File: config.mk
export PLATFORM = sky130hd
export DESIGN_NAME = shift_add_multiplier
export DESIGN_NICKNAME = d
export VERILOG_FILES = /design/src/rtl/mul_pkg.sv /design/src/rtl/mul_step_ctrl.sv /design/src/rtl/mul_pp_datapath.sv /design/src/rtl/mul_fit_detect.sv /design/src/rtl/shift_add_multiplier.sv
export SDC_FILE = /design/constraint.sdc
export NUM_CORES = 1
export LEC_CHECK = 0
export CORE_UTILIZATION = 38
export DETAILED_ROUTE_END_ITERATION = 8
export DONT_BUFFER_PORTS = 1
export HOLD_SLACK_MARGIN = 0.05
export PLACE_DENSITY_LB_ADDON = 0.2
export SYNTH_ARGS = -nofsm -noshare
export SYNTH_HDL_FRONTEND = slang
export SYNTH_SLANG_ARGS = --single-unit
File: constraint.sdc
create_clock -name clk -period 3.07 [get_ports clk]
set_clock_uncertainty 0.2 [all_clocks]
set_input_delay 0.1535 -clock clk [delete_from_list [all_inputs] [get_ports clk]]
set_output_delay 0.1535 -clock clk [all_outputs]
set_load 0.01 [all_outputs]
File: src/rtl/mul_pkg.sv
// Package: shared types for the shift-add multiplier.
// Assumes: nothing beyond standard SystemVerilog.
package mul_pkg;

    // Arithmetic interpretation of the operands
    typedef enum logic {
        MODE_UNSIGNED = 1'b0,
        MODE_SIGNED   = 1'b1
    } mul_mode_e;

endpackage

File: src/rtl/mul_step_ctrl.sv
// Module: mul_step_ctrl
// Counts the W stepping cycles of one multiplication. It raises busy for
// exactly W cycles after an accepted start and pulses done as busy falls.
// Assumes: W >= 2; start is sampled on every clock and ignored while busy.
module mul_step_ctrl #(
    parameter int W = 8
) (
    input  logic clk,
    input  logic rst_n,
    input  logic start,
    output logic accept,
    output logic busy,
    output logic last_step,
    output logic done
);
    localparam int CW = $clog2(W + 1);
    localparam logic [CW-1:0] LAST_IDX = CW'(W - 1);

    logic [CW-1:0] step_q;

    // A start takes effect only while idle
    always_comb accept = start && !busy;

    // The step that consumes the multiplier's top bit
    always_comb last_step = busy && (step_q == LAST_IDX);

    // Step counter, busy and done sequencing
    always_ff @(posedge clk) begin
        if (!rst_n) begin
            busy   <= 1'b0;
            done   <= 1'b0;
            step_q <= '0;
        end else begin
            done <= 1'b0;
            if (accept) begin
                busy   <= 1'b1;
                step_q <= '0;
            end else if (busy) begin
                if (step_q == LAST_IDX) begin
                    busy <= 1'b0;
                    done <= 1'b1;
                end else begin
                    step_q <= step_q + 1'b1;
                end
            end
        end
    end
endmodule

File: src/rtl/mul_pp_datapath.sv
// Module: mul_pp_datapath
// Holds the partial product. The upper half accumulates and the lower half
// starts as the multiplier. Each step performs one add (or subtract on the
// final signed step) with the right shift wired into the register load.
// Assumes: load and step are never high together (control guarantees it).
module mul_pp_datapath
    import mul_pkg::*;
#(
    parameter int W = 8
) (
    input  logic         clk,
    input  logic         rst_n,
    input  logic         load,
    input  logic         step,
    input  logic         last_step,
    input  mul_mode_e    mode_in,
    input  logic [W-1:0] mcand_in,
    input  logic [W-1:0] mplier_in,
    output mul_mode_e    mode_q,
    output logic [W-1:0] hi_q,
    output logic [W-1:0] lo_q
);
    localparam int XW = W + 1;

    logic [W-1:0]  mcand_q;
    logic [XW-1:0] hi_ext;
    logic [XW-1:0] mcand_ext;
    logic [XW-1:0] addend;
    logic [XW-1:0] sum;
    logic          is_signed;

    always_comb is_signed = (mode_q == MODE_SIGNED);

    // Widen both operands by one bit: sign copy when signed, zero otherwise
    always_comb begin
        hi_ext    = {is_signed & hi_q[W-1], hi_q};
        mcand_ext = {is_signed & mcand_q[W-1], mcand_q};
    end

    // Select the addend from the current multiplier bit; negate on the signed final step
    always_comb begin
        if (!lo_q[0])
            addend = '0;
        else if (is_signed && last_step)
            addend = ~mcand_ext + 1'b1;
        else
            addend = mcand_ext;
        sum = hi_ext + addend;
    end

    // Capture operands on accept; on each step load the sum already shifted right
    always_ff @(posedge clk) begin
        if (!rst_n) begin
            mode_q  <= MODE_UNSIGNED;
            mcand_q <= '0;
            hi_q    <= '0;
            lo_q    <= '0;
        end else if (load) begin
            mode_q  <= mode_in;
            mcand_q <= mcand_in;
            hi_q    <= '0;
            lo_q    <= mplier_in;
        end else if (step) begin
            hi_q <= sum[XW-1:1];
            lo_q <= {sum[0], lo_q[W-1:1]};
        end
    end
endmodule

File: src/rtl/mul_fit_detect.sv
// Module: mul_fit_detect
// Decides from the two product words whether the product fits one word.
// Assumes: the words hold a complete product (only meaningful after done).
module mul_fit_detect
    import mul_pkg::*;
#(
    parameter int W = 8
) (
    input  mul_mode_e    mode,
    input  logic [W-1:0] hi,
    input  logic [W-1:0] lo,
    output logic         fits
);
    // Unsigned: upper word empty; signed: upper word is pure sign copy of lower word
    always_comb begin
        if (mode == MODE_SIGNED)
            fits = (hi == {W{lo[W-1]}});
        else
            fits = (hi == '0);
    end
endmodule

File: src/rtl/shift_add_multiplier.sv
// Module: shift_add_multiplier (top)
// W-cycle radix-2 multiplier with start/busy/done handshake, split product
// words and a fits-in-one-word flag.
// Assumes: W >= 2; the caller reads the product on or after the done pulse.
module shift_add_multiplier
    import mul_pkg::*;
#(
    parameter int W = 8
) (
    input  logic         clk,
    input  logic         rst_n,
    input  logic         start,
    input  logic         signed_mode,
    input  logic [W-1:0] multiplicand,
    input  logic [W-1:0] multiplier,
    output logic         busy,
    output logic         done,
    output logic [W-1:0] prod_hi,
    output logic [W-1:0] prod_lo,
    output logic         fits_word
);
    logic      accept;
    logic      last_step;
    mul_mode_e mode_in;
    mul_mode_e mode_q;

    // Map the raw mode pin onto the package type
    always_comb mode_in = signed_mode ? MODE_SIGNED : MODE_UNSIGNED;

    mul_step_ctrl #(.W(W)) u_ctrl (
        .clk       (clk),
        .rst_n     (rst_n),
        .start     (start),
        .accept    (accept),
        .busy      (busy),
        .last_step (last_step),
        .done      (done)
    );

    mul_pp_datapath #(.W(W)) u_dp (
        .clk       (clk),
        .rst_n     (rst_n),
        .load      (accept),
        .step      (busy),
        .last_step (last_step),
        .mode_in   (mode_in),
        .mcand_in  (multiplicand),
        .mplier_in (multiplier),
        .mode_q    (mode_q),
        .hi_q      (prod_hi),
        .lo_q      (prod_lo)
    );

    mul_fit_detect #(.W(W)) u_fit (
        .mode (mode_q),
        .hi   (prod_hi),
        .lo   (prod_lo),
        .fits (fits_word)
    );
endmodule

==> flow_metrics.py, run 1 <==
metrics = {
    "run_status": {
        "status": "finished clean",
    },
    "route": {
        "first_pass_iters": 4,
        "drt_wl_total_um": 4410,
        "route.detailed.drc": 0,
        "drtAntennaViolNets": 0,
        "vias_per_cell": 5.17,
        "wire_per_inst_um": 13.7,
        "num_vias": 1666,
        "drt_iter0_markers": 54,
    },
    "critical_path": {
        "cpMaxStageDelayCell": "dfxtp_2",
        "crit_path_end_kind": "register",
        "r2r_setup_slack_ns": 0.20,
        "crit_fanout": 4,
        "arrival_ns": 2.82,
        "path_delay_family": "compound AO/OA/AOI/OAI gates",
        "endpoint": "u_dp.hi_q[4]",
        "path_depth": 12,
        "r2r.worst_path.cells": 12,
        "worstReg2RegEnd": "u_dp.hi_q[4]",
        "startpoint": "u_ctrl.step_q[0]",
        "worst_path_largest_cell_delay_ns": 0.37,
        "crit_path_start_kind": "register",
        "crit_chain": "ha_4 > and4b_4 > buf_4 > nand3_1 > a21boi_1 > ha_1 > a21o_1 > a21oi_1 > nor2b_1 > o21ai_0 > mux2i_1 > o311ai_0",
        "worstPathRequired_ns": 3.02,
        "crit_type": "register to register",
        "regToRegStartpoint": "u_ctrl.step_q[0]",
        "path_buf_inv": 1,
    },
    "layout": {
        "fillers": 480,
        "nNetsFinal": 285,
        "area_delta_synth_final_pct": 27.3,
        "post_route_cells_drive_above_1_share": 0.122,
        "finish.utilization": 0.504,
        "multi_input_area_um2": 1240,
        "seqCellArea_um2": 623,
        "antennaDiodeCount": 0,
    },
    "pwr": {
        "clock_power_share": 0.422,
        "power_density_nw_per_um2": 417,
        "power_leakage_uw": 0.000971,
        "combPwrFrac": 0.131,
        "ir_drop_v": 0.000220,
        "p_sw_uw": 248,
        "p_seq_frac": 0.446,
        "p_int_uw": 751,
        "finalPower_uw": 999,
        "power.switching_fraction": 0.248,
    },
    "logic_synthesis": {
        "synthSimpleGateAreaFrac": 0.263,
        "synth.top_cells.by_count": "35 x nand2_1, 31 x dfxtp_1, 15 x and2_1",
        "synth_top_area_share": 0.330,
        "synth_seq_cells": 31,
        "synth_edf_count": 0,
        "yosys.area_share.xor_xnor": 0.0512,
        "yosysTopAreaCell": "dfxtp_1",
        "avgSynthCellArea_um2": 8.44,
        "synth.most_common_cell": "nand2_1",
        "syn-instance-count": 223,
        "muxShareOfSynthArea": 0.0691,
        "synth-seq-area-share": 0.330,
        "synth_compound_area_frac": 0.180,
        "async_reset_ff_frac": 0,
        "ys_top_cells_by_area": "dfxtp_1 33%, nand2_1 7.0%, mux2i_1 6.9%",
        "synth_top_family_by_area": "simple AND/OR/NAND/NOR gates",
        "synth_cell_types": 47,
        "synthAdderAreaFrac": 0.0771,
        "synth.yosys.warnings": 0,
        "synth.net_count": 254,
        "syn_area_um2": 1880,
        "synth-main-ff-cell": "dfxtp_1",
    },
    "clock_network": {
        "clock_latency_ns": 0.29,
        "clk_pin_slew_ns": 0.07,
        "h-tree-depth": 2,
        "clk_path_buf_depth": 2,
        "cts_sinks": 31,
        "cts_buffers": 5,
        "clockRootBuffer": "clkbuf_8",
        "cts_tree": "built",
    },
    "floorplan": {
        "core_area_um2": 4750,
        "initial_core_util": 0.396,
        "rows": 25,
        "io_pins": 39,
        "die_area_um2": 5240,
        "die_y_um": 72.4,
        "die_w_um": 72.4,
    },
    "timing": {
        "finalHoldViolCount": 0,
        "relSlewSlack": 0.494,
        "tns_ns": 0,
        "rsz0062_at_grt": "no",
        "clock.fmax_mhz": 348,
        "drv_slew": 0,
        "layout_min_cycle_time_ns": 2.87,
        "setup_viol": 0,
        "worst_pin_slew_ns": 0.756,
        "period_share": 0.935,
    },
    "placed_design": {
        "dp_hpwl_um": 2890,
        "io_buffer_count": 0,
        "routabilityCongestion": 0.815,
    },
    "global_routing": {
        "grt_usage": 0.179,
        "first_global_vias": 1605,
        "antenna_found_initial": 0,
        "grt.overflow.total": 0,
        "grt_pass1_wl_um": 7200,
        "grt_max_degree": 39,
    },
    "min_path": {
        "hp-class": "input pin to register",
    },
    "flow_run": {
        "maxCapViolations": 0,
    },
}
metal layers:
layer  share of wire  global-route usage
met1            0.48               0.225
met2            0.46               0.294
met3           0.041              0.0361
met4           0.022              0.0871
met5               0                   0
tightest hold or removal path, cell delays in order:
cell,delay (ns)
nor2b_1,0.21
nand2_1,0.10
a21boi_0,0.06
cell usage in the layout, fill, tap and decap left out, drive strengths merged, types with 7 or more instances in the layout:
| cell | count |
|---|---|
| dlygate4sd3 | 26 |
| buf | 8 |
| a21boi | 12 |
| dfxtp | 31 |
| a21oi | 10 |
| ha | 10 |
| nand2 | 36 |
| nand3 | 7 |
| and2 | 15 |
| o21ai | 14 |
| mux2i | 13 |
| nor2 | 9 |
cells by family (layout without fill, tap and decap cells):
kind of cell               after synthesis  in the layout
muxes                                   13             13
DFF                                     31             31
and+or+nand+nor                         93             93
xor gates and xnor gates                11             11
adders and majority gates               11             11
AOI/OAI and AO/OA                       50             50
buffers and inverters                   14             46
worst min path at each step:
stage / startpoint / end / slack (ns) / depth (start not counted)
detailed placement: rst_n / u_dp.lo_q[3] / 0.08 / 1
floorplan: multiplicand[0] / u_dp.mcand_q[0] / 0.1 / 2
finish: start / u_dp.mcand_q[5] / 0.09 / 3
global placement: rst_n / u_dp.lo_q[6] / 0.08 / 1
CTS: start / u_dp.mcand_q[7] / 0.09 / 3
global route: start / u_dp.mcand_q[6] / 0.12 / 3
layout make-up:
type / count / area share
Multi-Input combinational cell: 178 / 0.516
Clock inverter: 2 / 0.0146
Tap cell: 67 / 0.0350
Timing Repair Buffer: 34 / 0.134
Inverter: 4 / 0.00627
Sequential cell: 31 / 0.260
Clock buffer: 6 / 0.0345
power by group through the flow:
stage | Sequential, µW | Combinational (µW) | Clock (µW)
final | 446 | 131 | 422
after global routing | 449 | 148 | 451
after CTS | 445 | 130 | 432
after detailed placement | 454 | 94.9 | 0
after global placement | 454 | 94.3 | 0
after floorplan | 451 | 80.2 | 0
flip-flops by register name, summed over array words and instances (netlist names):
name	count
u_dp.lo_q	8
u_dp.mcand_q	8
u_dp.mode_q	1
u_ctrl.done	1
u_ctrl.busy	1
u_dp.hi_q	8
u_ctrl.step_q	4
what timing repair did:
action                     CTS  global route
resized for setup            0            10
hold endpoints to repair    22             0
hold buffers                26             0
setup buffers                0             3
setup endpoints to repair    0             4
metrics by stage:
stage                     setup slack [ns]  std cells  hold slack, ns  area [µm²]
final                                0.200        322          0.0855        2400
after global routing                0.0445        322           0.118        2400
after CTS                           0.0304        319          0.0926        2340
after detailed placement            0.0499        285          0.0795        1960
after global placement              0.0834        285          0.0775        1960
after floorplan                      0.269        223          0.0984        1880
No activity file was read; power rests on OpenSTA's default activity.
==> inputs of run 2 (changes only) <==
--- a/config.mk
+++ b/config.mk
@@ -12,2 +12,3 @@
 export PLACE_DENSITY_LB_ADDON = 0.2
+export SKIP_CTS_REPAIR_TIMING = 1
 export SYNTH_ARGS = -nofsm -noshare
==> constraint.sdc (replaced) <==
create_clock -name clk -period 3.07 [get_ports clk]
set_clock_uncertainty 0.2 [all_clocks]
set_input_delay 0.307 -clock clk [delete_from_list [all_inputs] [get_ports clk]]
set_output_delay 0.307 -clock clk [all_outputs]
set_load 0.01 [all_outputs]
==> run 2 against run 1 <==
  * Design area down 6.3%
  * Hold slack lost 0.040 ns
  * Non-clock buffer count fell by 19
  * Routed wire length down 5.2%
  * Sequential cell count did not move
  * Largest power group unchanged
  * Die area stayed put
  * Sequential share of layout area is 1.8 points higher
==> flow_metrics.py, run 2 (synthesis gave the netlist of run 1 again) <==
metrics = {
    "floorplan": {
        "core_area_um2": 4750,
        "rows": 25,
        "die_area_um2": 5240,
        "die_w_um": 72.4,
        "io_pins": 39,
        "die_y_um": 72.4,
        "initial_core_util": 0.396,
    },
    "critical_path": {
        "worstPathRequired_ns": 3.02,
        "crit_path_start_kind": "register",
        "crit_chain": "ha_4 > and4b_4 > nand2_4 > or3_1 > a21boi_2 > ha_4 > o21ai_2 > o21ai_0 > a31oi_2 > xnor2_1 > o32a_1 > o31ai_1",
        "r2r.worst_path.cells": 12,
        "crit_fanout": 8,
        "cpMaxStageDelayCell": "or3_1",
        "worstReg2RegEnd": "u_dp.hi_q[7]",
        "crit_type": "register to register",
        "arrival_ns": 2.90,
        "r2r_setup_slack_ns": 0.12,
        "worst_path_largest_cell_delay_ns": 0.39,
        "crit_path_end_kind": "register",
        "crit_top_cell": "ha_4",
        "regToRegStartpoint": "u_ctrl.step_q[0]",
    },
    "timing": {
        "period_share": 0.962,
        "clock.fmax_mhz": 339,
        "drv_slew": 0,
        "hold_ws_ns": 0.0457,
        "relSlewSlack": 0.547,
        "finalHoldViolCount": 0,
        "worst_pin_slew_ns": 0.678,
        "setup_viol": 0,
        "layout_min_cycle_time_ns": 2.95,
        "tns_ns": 0,
    },
    "placed_design": {
        "io_buffer_count": 0,
        "placed_area_um2": 1960,
        "dp_hpwl_um": 2840,
        "routabilityCongestion": 0.786,
    },
    "global_routing": {
        "first_global_vias": 1461,
        "grt_pass1_wl_um": 6780,
        "grt_max_degree": 39,
        "antenna_found_initial": 0,
        "grt_usage": 0.167,
        "grt.overflow.total": 0,
    },
    "layout": {
        "nNetsFinal": 266,
        "final_cell_area_um2": 2240,
        "post_route_cells_drive_above_1_share": 0.127,
        "final_common_cell": "nand2_1",
        "antennaDiodeCount": 0,
        "largestRegisters": "u_dp.hi_q x8, u_dp.lo_q x8, u_dp.mcand_q x8",
        "final_cell_mix": "35 x nand2_1, 29 x dfxtp_1, 15 x and2_1",
        "area_delta_synth_final_pct": 19.3,
        "fillers": 505,
    },
    "clock_network": {
        "cts_buffers": 5,
        "cts_sinks": 31,
        "clock_latency_ns": 0.28,
        "cts_tree": "built",
        "clockRootBuffer": "clkbuf_8",
        "h-tree-depth": 2,
        "clk_path_buf_depth": 2,
        "clk_pin_slew_ns": 0.07,
    },
    "route": {
        "vias_per_cell": 5.21,
        "route.detailed.drc": 0,
        "wire_per_inst_um": 13.8,
        "drt_iter0_markers": 70,
        "num_vias": 1580,
        "drtAntennaViolNets": 0,
        "first_pass_iters": 4,
        "drt_wl_total_um": 4180,
    },
    "pwr": {
        "p_sw_uw": 239,
        "p_seq_frac": 0.460,
        "power_leakage_uw": 0.000903,
        "ir_drop_v": 0.000247,
        "clock_power_share": 0.429,
        "combPwrFrac": 0.111,
        "power_density_nw_per_um2": 433,
        "power.switching_fraction": 0.246,
        "p_int_uw": 734,
    },
    "min_path": {
        "min_from": "start",
        "hold-path-endpoint": "u_dp.hi_q[6]",
        "hp-class": "input pin to register",
        "whs_path_depth": 2,
    },
    "run_status": {
        "status": "finished clean",
    },
    "flow_run": {
        "maxCapViolations": 0,
    },
}
==> run 2: cell types whose count changed in the layout (fill, tap and decap cells not counted), sizes merged <==
cell,previous run,this run
dlygate4sd3,26,10
buf,8,5
==> run 2: stage by stage <==
stage | worst slack (ns) | instances | util | power [µW]
final | 0.118 | 303 | 0.472 | 973
after global routing | -0.00859 | 303 | 0.472 | 1020
after CTS | -0.0552 | 292 | 0.436 | 969
after detailed placement | -0.0172 | 284 | 0.411 | 548
after global placement | 0.0708 | 284 | 0.411 | 547
after floorplan | 0.269 | 223 | - | 531
==> run 2: metal layers <==
metal	track usage	wire, µm
met5	0	0
met4	0.0545	28
met3	0.0417	110
met2	0.251	1900
met1	0.232	2140
==> run 2: cell type report <==
class / count / area [µm²] / area share
flip-flops and latches: 31 / 623 / 0.278
inverters: 4 / 15.0 / 0.00669
repair buffers: 15 / 138 / 0.0613
well taps: 67 / 83.8 / 0.0373
multi-input cells: 178 / 1270 / 0.565
clock buffers: 6 / 82.6 / 0.0368
clock inverters: 2 / 35.0 / 0.0156
==> run 2: power by group through the flow <==
stage               clock, µW  sequential [µW]  combinational (µW)
global placement            0              455                92.0
floorplan                   0              451                80.2
finish                    417              447                 108
global route              451              450                 123
CTS                       430              446                93.2
detailed placement          0              455                92.4
==> run 2: worst max-delay path by stage <==
stage / start / endpoint / slack [ns]
floorplan: u_ctrl.step_q[0] / u_dp.hi_q[7] / 0.27
global placement: u_ctrl.step_q[0] / u_dp.hi_q[7] / 0.07
detailed placement: u_ctrl.step_q[0] / u_dp.hi_q[7] / -0.02
CTS: u_ctrl.step_q[0] / u_dp.hi_q[7] / -0.06
global route: u_ctrl.step_q[0] / u_dp.hi_q[7] / -0.009
finish: u_ctrl.step_q[0] / u_dp.hi_q[7] / 0.12
==> run 2: worst max-delay path, delay by kind of cell, from the launching register on <==
kind / cells / cell delay [ns]
AO/OA/AOI/OAI: 6 / 0.90
AND/OR/NAND/NOR: 3 / 0.79
flip-flops: 1 / 0.37
XOR/XNOR: 1 / 0.16
adder cells (fa/ha/maj): 2 / 0.40
==> inputs of run 3 (changes only) <==
CAP_MARGIN = 20   (was not set)
CELL_PAD_IN_SITES_DETAIL_PLACEMENT = 0   (was not set)
CELL_PAD_IN_SITES_GLOBAL_PLACEMENT = 2   (was not set)
CORE_UTILIZATION = 37   (was 38)
==> run 3 against run 2 <==
  * Critical path depth unchanged
  * Cell count is 0.66% higher
  * Hold slack better by 0.00085 ns
  * Utilization is 0.82 points lower
  * Global-route usage rose by 0.35 points
  * Clock-buffer cell count rose by 1
  * Sequential power barely moved
  * Total power fell by 5.7%
==> flow_metrics.py, run 3 (synthesis gave the netlist of run 1 again) <==
metrics = {
    "floorplan": {
        "io_pins": 39,
        "die_area_um2": 5380,
        "rows": 25,
        "core_area_um2": 4820,
        "initial_core_util": 0.391,
        "die_w_um": 73.3,
        "die_y_um": 73.3,
    },
    "global_routing": {
        "first_global_vias": 1495,
        "grt_pass1_wl_um": 6890,
        "antenna_found_initial": 0,
        "grt.overflow.total": 0,
        "grt_max_degree": 39,
        "grt_usage": 0.170,
    },
    "pwr": {
        "power_leakage_uw": 0.000908,
        "ir_drop_v": 0.000280,
        "power_density_nw_per_um2": 411,
    },
    "timing": {
        "worst_slack_ns": 0.145,
        "worst_pin_slew_ns": 0.639,
        "period_share": 0.953,
        "drv_slew": 0,
        "layout_min_cycle_time_ns": 2.92,
        "hold_ws_ns": 0.0465,
        "clock.fmax_mhz": 342,
        "finalHoldViolCount": 0,
        "setup_viol": 0,
        "relSlewSlack": 0.573,
        "rsz0062_at_grt": "no",
    },
    "route": {
        "wire_per_inst_um": 14.3,
        "first_pass_iters": 4,
        "drtAntennaViolNets": 0,
        "vias_per_cell": 5.18,
        "drt_wl_total_um": 4380,
        "num_vias": 1580,
        "route.detailed.drc": 0,
        "drt_iter0_markers": 82,
    },
    "critical_path": {
        "crit_top_cell": "ha_2",
        "cpMaxStageDelayCell": "or3_1",
        "worst_path_largest_cell_delay_ns": 0.38,
        "path_buf_inv": 0,
        "crit_type": "register to register",
        "crit_chain": "ha_2 > and4b_4 > nand2_4 > or3_1 > a21boi_2 > ha_2 > o21ai_2 > o21ai_0 > a31oi_2 > xnor2_2 > o32a_1 > o31ai_1",
        "arrival_ns": 2.88,
        "worstPathRequired_ns": 3.02,
        "path_delay_family": "compound AO/OA/AOI/OAI gates",
        "crit_path_end_kind": "register",
        "crit_fanout": 8,
        "crit_path_start_kind": "register",
    },
    "layout": {
        "area_delta_synth_final_pct": 18.7,
        "post_route_cells_drive_above_1_share": 0.139,
        "final_cell_mix": "35 x nand2_1, 29 x dfxtp_1, 15 x and2_1",
        "final_common_cell": "nand2_1",
        "fillers": 508,
        "nNetsFinal": 268,
        "fin_cells": 305,
        "antennaDiodeCount": 0,
        "largestRegisters": "u_dp.hi_q x8, u_dp.lo_q x8, u_dp.mcand_q x8",
    },
    "min_path": {
        "hp-class": "input pin to register",
    },
    "placed_design": {
        "placed_cells": 285,
        "io_buffer_count": 0,
        "routabilityCongestion": 0.821,
        "post-place-ws_ns": 0.00443,
        "dp_hpwl_um": 3180,
    },
    "flow_run": {
        "maxCapViolations": 0,
    },
    "clock_network": {
        "clock_latency_ns": 0.28,
        "h-tree-depth": 2,
        "clk_path_buf_depth": 2,
        "cts_tree": "built",
        "clockRootBuffer": "clkbuf_8",
        "clk_pin_slew_ns": 0.07,
        "cts_buffers": 5,
        "cts_sinks": 31,
    },
    "run_status": {
        "status": "finished clean",
    },
}
==> run 3: final timing paths <==
| kind | cells past startpoint | slack, ns | from | end |
|---|---|---|---|---|
| worst max register to register | 12 | 0.15 | u_ctrl.step_q[0] | u_dp.hi_q[7] |
| worst min register to register | 2 | 0.28 | u_ctrl.step_q[1] | u_ctrl.step_q[1] |
| worst min-delay path | 2 | 0.05 | rst_n | u_dp.hi_q[4] |
| worst max-delay path | 12 | 0.15 | u_ctrl.step_q[0] | u_dp.hi_q[7] |
==> run 3: power breakdown <==
group / switching, µW / internal, µW / total [µW]
Combinational: 58.6 / 51.9 / 111
Sequential: 25.3 / 420 / 446
Clock: 158 / 204 / 362
Total: 242 / 676 / 918
==> run 3: stage by stage <==
step                setup TNS (ns)  cell area, µm²  power, µW  utilization
floorplan                        0            1880        531            -
global placement                 0            1960        548        0.408
detailed placement               0            1960        551        0.408
CTS                        -0.0151            2070        915        0.429
global route                     0            2230        970        0.464
finish                           0            2230        918        0.464
==> run 3: area by class of cell <==
| type | instances | area (µm²) | area share |
|---|---|---|---|
| Clock buffer | 7 | 96.3 | 0.0431 |
| Clock inverter | 1 | 7.51 | 0.00336 |
| Inverter | 4 | 15.0 | 0.00672 |
| Multi-Input combinational cell | 178 | 1260 | 0.562 |
| Sequential cell | 31 | 623 | 0.279 |
| Tap cell | 67 | 83.8 | 0.0375 |
| Timing Repair Buffer | 17 | 153 | 0.0683 |
==> run 3: per-layer routing <==
layer	track usage	wire length [µm]
met1	0.204	1930
met2	0.282	2170
met3	0.0521	215
met4	0.0726	61
met5	0	0
